[config.mk]
export PLATFORM = sky130hd
export DESIGN_NAME = pair_avg_accel
export DESIGN_NICKNAME = d
export VERILOG_FILES = /design/src/rtl/pair_avg_accel.sv
export SDC_FILE = /design/constraint.sdc
export NUM_CORES = 1
export LEC_CHECK = 0
export BUFFER_PORTS_ARGS = -buffer_cell sky130_fd_sc_hd__clkbuf_2
export CAP_MARGIN = 20
export CORE_MARGIN = 2
export CORE_UTILIZATION = 41
export CTS_CLUSTER_DIAMETER = 50
export DETAILED_ROUTE_END_ITERATION = 7
export GPL_TIMING_DRIVEN = 0
export PLACE_DENSITY_LB_ADDON = 0.2
export SLEW_MARGIN = 20
export SYNTH_ARGS = -nofsm -noshare
export SYNTH_HDL_FRONTEND = slang
export SYNTH_SLANG_ARGS = --single-unit
[constraint.sdc]
create_clock -name clk -period 22.3 [get_ports clk]
set_input_delay 2.23 -clock clk [delete_from_list [all_inputs] [get_ports clk]]
set_output_delay 2.23 -clock clk [all_outputs]
set_load 0.01 [all_outputs]
[src/rtl/pair_avg_accel.sv]
module pair_avg_accel #(
  parameter int DW      = 32,
  parameter int AW      = 32,
  parameter int N_WORDS = 1024,
  parameter int LANES   = 4,
  localparam int LW     = $clog2(LANES)
) (
  input  logic          clk,
  input  logic          rst_n,
  input  logic          start,
  input  logic [AW-1:0] in_base,
  input  logic [AW-1:0] out_base,
  output logic          done,
  output logic          bus_avalid,
  input  logic          bus_aready,
  output logic          bus_awrite,
  output logic [AW-1:0] bus_addr,
  output logic [LW-1:0] bus_alen,
  input  logic          bus_rvalid,
  output logic          bus_rready,
  input  logic [DW-1:0] bus_rdata,
  output logic          bus_wvalid,
  input  logic          bus_wready,
  output logic [DW-1:0] bus_wdata
);
  localparam int ITERS = N_WORDS / LANES;
  localparam int IW    = $clog2(ITERS);
  localparam int BSH   = $clog2(DW / 8);

  typedef enum logic [3:0] {
    S_IDLE, S_FA, S_FD, S_LA, S_LD, S_EX, S_SA, S_SD, S_FIN
  } state_t;

  state_t        state;
  logic [IW-1:0] iter;
  logic [LW-1:0] beat;
  logic [AW-1:0] ibase, obase, r_word;
  logic [LW:0]   wi;
  logic [DW-1:0] win [LANES+1];
  logic [DW-1:0] res [LANES];

  wire last_beat = beat == LW'(LANES - 1);
  wire last_iter = iter == IW'(ITERS - 1);

  assign r_word     = AW'(iter) << LW;
  assign wi         = {1'b0, beat} + 1'b1;
  assign bus_avalid = state inside {S_FA, S_LA, S_SA};
  assign bus_awrite = state == S_SA;
  assign bus_alen   = (state == S_FA) ? '0 : LW'(LANES - 1);
  assign bus_addr   = (state == S_SA) ? obase + (r_word << BSH) :
                      (state == S_LA) ? ibase + ((r_word + AW'(1)) << BSH) :
                                        ibase;
  assign bus_rready = state inside {S_FD, S_LD};
  assign bus_wvalid = state == S_SD;
  assign bus_wdata  = res[beat];
  assign done       = state == S_FIN;

  always_ff @(posedge clk or negedge rst_n) begin
    if (!rst_n) begin
      state <= S_IDLE;
      iter  <= '0;
      beat  <= '0;
      ibase <= '0;
      obase <= '0;
    end else begin
      case (state)
        S_IDLE: if (start) begin
          ibase <= in_base;
          obase <= out_base;
          iter  <= '0;
          state <= S_FA;
        end
        S_FA: if (bus_aready) state <= S_FD;
        S_FD: if (bus_rvalid) state <= S_LA;
        S_LA: if (bus_aready) begin
          beat  <= '0;
          state <= S_LD;
        end
        S_LD: if (bus_rvalid) begin
          beat <= beat + 1'b1;
          if (last_beat) state <= S_EX;
        end
        S_EX: state <= S_SA;
        S_SA: if (bus_aready) begin
          beat  <= '0;
          state <= S_SD;
        end
        S_SD: if (bus_wready) begin
          beat <= beat + 1'b1;
          if (last_beat) begin
            if (last_iter) state <= S_FIN;
            else begin
              iter  <= iter + 1'b1;
              state <= S_LA;
            end
          end
        end
        S_FIN:   state <= S_IDLE;
        default: state <= S_IDLE;
      endcase
    end
  end

  always_ff @(posedge clk) begin
    if (state == S_FD && bus_rvalid) win[0] <= bus_rdata;
    if (state == S_LD && bus_rvalid) win[wi] <= bus_rdata;
    if (state == S_SD && bus_wready && last_beat) win[0] <= win[LANES];
  end

  for (genvar k = 0; k < LANES; k++) begin : g_lane
    logic [DW-1:0] sum;
    assign sum = win[k] + win[k+1];
    always_ff @(posedge clk)
      if (state == S_EX) res[k] <= sum >> 1;
  end
endmodule

==> results_dict.tcl, run 1 <==
set metrics [dict create \
    p_switching_uw 959 \
    worstPathRequired_ns 20.07 \
    synth_cells 1866 \
    r2r_end "res[3][28]" \
    clockBufferDepth 3 \
    cp_common_cell "o21ai_0" \
    peakVddDrop_mv 0.0629 \
    cp_max_fo 10 \
    io_buffers 171 \
    max_stage_delay_ns 0.49 \
    path_class "flop to primary output" \
    cts_made_buffers 47 \
    initial_core_util 0.415 \
    clkTransAtPathRegs_ns 0.06 \
    period_needed_ns 6.18 \
    first_global_vias 15400 \
    slowest_stage "dfrtp_1" \
    via_per_inst 5.44 \
    grt_overflow 0 \
    syn-num-nets 2112 \
    synthToLayoutAreaGrowth_pct 17.4 \
    synth_most_common_cell "nand2_1" \
    grt_max_degree 44 \
    seq_area_frac_synth 0.504 \
    setup_slack_ns 16.12 \
    h-tree-depth 2 \
    grt_util_all_layers 0.211 \
    place_congestion 0.908 \
    maxSlewHeadroom 0.376 \
    cts_hold_buf 0 \
    rsz0062_at_grt "false" \
    yosysTopAreaCellShare 0.410 \
    synth_largest_area_cell "edfxtp_1" \
    end_kind "primary output" \
    cts_resized 0 \
    ff2ff_setup_slack_ns 18.33 \
    swShare 0.353 \
    synth-edff-count 284 \
    root_buffer "clkbuf_16" \
    preCtsSetupSlack_ns 16.82 \
    drc_errors 0 \
    p_int_mw 1.76 \
    ys.flop_type "edfxtp_1" \
    ioPinCount 173 \
    final.period_utilization 0.277 \
    cp.arrival_ns 3.95 \
    timing.fmax_mhz 162 \
    critPathLaunch "iter[0]" \
    wl_per_cell_um 19.7 \
    synth.ff_latch_count 362 \
    antenna_found_initial 0 \
    synthTopCellsByArea "edfxtp_1, dfrtp_1, ha_1" \
    postSynth.asyncResetShare 0.215 \
    cts_tree "built" \
    slew_violations 0 \
    cellPowerDensity_nw_per_um2 111 \
    dr.pass1.iters 5 \
    drive_gt1_frac 0.175 \
    clock_power_share 0.283 \
    route.antenna.remaining_nets 0 \
    num_vias 15400 \
    die-area_sq_um 52600 \
    row_count 82 \
    crit_end "bus_addr[30]" \
    netlist_area_sq_um 20800 \
    setup_tns_ns 0 \
    core-area_sq_um 50200 \
    cts_setup_buffers 0 \
    insertion_delay_ns 0.60 \
    hpwl_mm 43.8 \
    final_nets 2367 \
    setup_violations 0 \
    grt_pass1_wl_mm 86.4 \
    worstSetupStartpointType "flop" \
    drt_first_iter_violations 1118 \
    hold_class "flop to flop" \
    die_w_um 229 \
    die_h_um 229 \
    skew_ns 0.0285 \
    worst_pin_slew_ns 0.935 \
    timing.rr.start "win[3][1]" \
    power_leakage_nw 9.94 \
    path_cells "ha_1 -> inv_1 -> fa_1 -> nor2b_1 -> o21ai_0 -> a21boi_0 -> o21ai_0 -> a21boi_0 -> o21ai_0 -> clkbuf_1 -> a211oi_1 -> xnor2_1 -> mux2i_1 -> clkbuf_2" \
    syn_area_per_cell_sq_um 11.2 \
    tritoncts_num_sinks 362 \
    synth_warnings 0 \
    drv_cap 0 \
    diodes 0 \
    status "complete, no violations" \
    synth_cell_types 70 \
    comb_power_share 0.347 \
    routed_wl_mm 55.9 \
    hold_viol_final 0 \
    reg2reg_depth 10 \
    pwr-share-seq 0.370 \
    synth_common_cells "nand2_1, edfxtp_1, a21oi_1" \
    worstHoldStart "ibase[1]" \
]
-- power by group through the flow --
stage | Clock, mW | Sequential [mW] | Combinational (mW)
after CTS | 0.783 | 1.00 | 0.948
after global placement | 0 | 1.05 | 0.893
after detailed placement | 0 | 1.02 | 0.942
after floorplan | 0 | 1.01 | 0.615
final | 0.769 | 1.00 | 0.941
after global routing | 0.810 | 1.02 | 1.03
-- critical path: cells and delay by family (launching register included) --
| kind | cells | cell delay, ns |
|---|---|---|
| adder cells (fa/ha/maj) | 2 | 0.63 |
| XOR/XNOR | 1 | 0.11 |
| multiplexers | 1 | 0.22 |
| flip-flops | 1 | 0.49 |
| buffers and inverters | 3 | 0.53 |
| AO/OA/AOI/OAI | 6 | 1.27 |
| AND/OR/NAND/NOR | 1 | 0.13 |
-- sequential cells by signal, indices dropped and copies added (netlist names) --
register / count
obase: 32
beat: 2
iter: 8
win: 160
state: 4
ibase: 32
res: 124
-- logic make-up after synthesis --
logic type | Yosys count | share of synthesized area
xor+xnor | 175 | 0.0736
fa+ha+maj | 144 | 0.0884
other cells | 1 | 0.000180
mux | 81 | 0.0596
simple gates | 562 | 0.123
flops | 362 | 0.504
compound gates | 433 | 0.132
buf+inv | 108 | 0.0198
-- cell usage in the layout, fill, tap and decap left out, types with 7 or more instances in the layout --
cell type	count
a31oi_1	15
mux2_2	34
ha_1	139
dfrtp_1	78
nand3_1	41
clkbuf_2	172
o21a_1	14
nor3_1	20
buf_2	11
o21bai_1	19
and2_1	15
nor2b_1	16
clkbuf_16	48
nand2_1	287
a211oi_1	16
nor3b_1	7
xnor2_1	114
a31o_2	13
clkbuf_1	54
buf_4	19
a21o_1	66
a21oi_1	149
mux2i_1	16
mux4_2	31
xor2_1	61
nor2_1	80
edfxtp_1	284
nand4_1	28
clkinv_1	8
nand2b_1	16
inv_1	48
buf_1	7
and3_1	23
o21ai_0	80
-- cell type report --
class,count,area (sq um)
Fill cell,4559,25700
Sequential cell,362,10500
Multi-Input combinational cell,1396,9960
Clock buffer,53,1220
Timing Repair Buffer,206,1160
Tap cell,672,841
Clock inverter,35,362
Buffer,60,235
Inverter,48,180
-- routing by layer --
layer / up-vias / share of wire / track usage
met2: 458 / 0.47 / 0.347
met4: 0 / 0.019 / 0.0572
met3: 74 / 0.053 / 0.0303
met1: 7462 / 0.46 / 0.293
li1: 7418 / - / -
met5: - / 0 / 0
-- how the worst min path moves through the flow --
stage               cells after the start        to  slack, ns
finish                                  2  ibase[1]       0.48
global placement                        2  ibase[1]       0.46
CTS                                     2  ibase[1]       0.48
detailed placement                      2  ibase[1]       0.47
floorplan                               2  obase[0]       0.44
global route                            2  obase[3]       0.50
-- per-stage QoR --
stage                     power, mW  utilization  instances  hold WS [ns]  cell area (sq um)
after floorplan                1.62            -       1866         0.440              20800
after global placement         1.94        0.449       2709         0.457              22500
after detailed placement       1.96        0.456       2744         0.468              22900
after CTS                      2.73        0.487       2832         0.482              24400
after global routing           2.86        0.487       2832         0.497              24400
final                          2.71        0.487       2832         0.479              24400
Power figures use the tool's default switching activity.
==> inputs of run 2 (changes only) <==
- clock period: 22.3 -> 5.56 ns (I/O delays scaled with it)
==> run 2 against run 1 <==
  * Total power grew to 4.0 times the previous value
  * Sequential power grew to 4.0 times the previous value
  * Critical path depth stayed put
  * Critical endpoint unchanged
  * Worst hold slack worse by 0.31 ns
  * Sequential share of layout area is 0.081 points higher
  * First-iteration DRC count is 16% higher
  * Register-to-register slack worse by 17 ns
  * Largest power group unchanged
  * Core utilization is 0.092 points lower
  * Clock power grew to 3.8 times the previous value
==> results_dict.tcl, run 2 (synthesis results as in run 1) <==
set metrics [dict create \
    n_fill_cell 4532 \
    top_register "win" \
    worstSetupStartpointType "flop" \
    cellPowerDensity_nw_per_um2 441 \
    power_leakage_nw 9.89 \
    grt_util_all_layers 0.215 \
    setup_violations 0 \
    final_nets 2363 \
    clkTransAtPathRegs_ns 0.06 \
    routed.top_layer "met4" \
    wl_met3_mm 3.19 \
    num_vias 15500 \
    hold_class "primary input to flop" \
    drive_gt1_frac 0.170 \
    place_congestion 0.909 \
    p_total_mw 10.8 \
    antenna_found_initial 0 \
    cp_max_fo 10 \
    path_class "flop to primary output" \
    row_count 82 \
    tritoncts_num_sinks 362 \
    r2r_end "res[3][28]" \
    crit_end "bus_addr[30]" \
    die_w_um 229 \
    hold_viol_final 0 \
    grt_pass1_wl_mm 87.6 \
    period_needed_ns 4.51 \
    critPathLaunch "iter[0]" \
    drt-met1-wl_mm 25.4 \
    h-tree-depth 2 \
    die-area_sq_um 52600 \
    first_global_vias 15500 \
    status "complete, no violations" \
    final.period_utilization 0.812 \
    route.antenna.remaining_nets 0 \
    synthToLayoutAreaGrowth_pct 17.2 \
    reg2reg_depth 10 \
    final_core_util 0.486 \
    root_buffer "clkbuf_16" \
    skew_ns 0.0237 \
    dr.pass1.iters 5 \
    reg.largest.list "win: 160 flops, res: 124 flops" \
    maxSlewHeadroom 0.304 \
    initial_core_util 0.415 \
    cts_tree "built" \
    diodes 0 \
    ff2ff_setup_slack_ns 1.62 \
    routed_wl_mm 56.5 \
    grt_overflow 0 \
    ioPinCount 173 \
    cts_made_buffers 46 \
    peakVddDrop_mv 0.278 \
    timing.rr.start "win[3][1]" \
    rsz0062_at_grt "false" \
    insertion_delay_ns 0.58 \
    hpwl_mm 43.7 \
    grt_max_degree 52 \
    timing.fmax_mhz 222 \
    worstPathRequired_ns 5.00 \
    drc_errors 0 \
    layout_commonest_cell "nand2_1" \
    end_kind "primary output" \
    clockBufferDepth 3 \
    wl_met2_mm 26.5 \
    drt_first_iter_violations 1294 \
    die_h_um 229 \
    slew_violations 0 \
    via_per_inst 5.48 \
    drv_cap 0 \
    largest_register_ffs 160 \
    worst_pin_slew_ns 1.04 \
    cp.arrival_ns 3.96 \
    final_cell_mix "nand2_1, edfxtp_1, clkbuf_2" \
    whs_ns 0.168 \
    core-area_sq_um 50200 \
    wl_per_cell_um 20.0 \
    worstHoldStart "out_base[26]" \
    io_buffers 171 \
]
[run 2: worst min-delay path by stage]
stage	to	slack, ns	depth (start not counted)
after floorplan	beat[0]	0.26	0
after detailed placement	obase[1]	0.47	2
after global placement	obase[1]	0.45	2
final	obase[26]	0.17	3
after global routing	ibase[16]	0.15	3
after CTS	ibase[0]	0.14	3
[run 2: metal layers]
layer / up-vias / GRT usage
met5: - / 0
met4: 0 / 0.0651
met3: 83 / 0.0329
met2: 461 / 0.352
met1: 7519 / 0.296
li1: 7414 / -
[run 2: final cells by class]
type | count | area (sq um) | area share
flip-flops and latches | 362 | 10500 | 0.430
multi-input cells | 1396 | 9970 | 0.409
clock buffers | 55 | 1210 | 0.0494
repair buffers | 203 | 1200 | 0.0494
well taps | 672 | 841 | 0.0345
clock inverters | 28 | 275 | 0.0113
plain buffers | 60 | 235 | 0.00964
inverters | 48 | 180 | 0.00739
[run 2: critical path: stages (launching register included)]
cell and delay, ns:
dfrtp_1 0.49, ha_1 0.22, inv_1 0.05, fa_1 0.40
nor2b_1 0.12, o21ai_0 0.10, a21boi_0 0.21, o21ai_0 0.13
a21boi_0 0.28, o21ai_0 0.21, clkbuf_1 0.28, a211oi_1 0.35
xnor2_1 0.11, mux2i_1 0.23, clkbuf_2 0.18
[run 2: report_power, final]
| part | internal (mW) | total, mW | switching (mW) | leakage (nW) |
|---|---|---|---|---|
| registers | 3.66 | 4.03 | 0.370 | 3.58 |
| logic | 1.55 | 3.80 | 2.24 | 5.60 |
| clock network | 1.74 | 2.93 | 1.19 | 0.706 |
| total | 6.96 | 10.8 | 3.80 | 9.89 |
[run 2: per-stage QoR]
step | cells | instance area, sq um | setup slack (ns) | TNS (ns)
global placement | 2709 | 22500 | -3.17 | -211.50
CTS | 2824 | 24400 | 1.10 | 0
global route | 2824 | 24400 | 0.638 | 0
floorplan | 1866 | 20800 | 0.603 | 0
detailed placement | 2740 | 22900 | 1.63 | 0
finish | 2824 | 24400 | 1.05 | 0
[run 2: timing repair]
item	CTS	global route
setup buffers	0	0
hold buffers	1	0
endpoints found under the hold margin	27	0
gates resized for setup	0	0
setup endpoints to repair	0	0
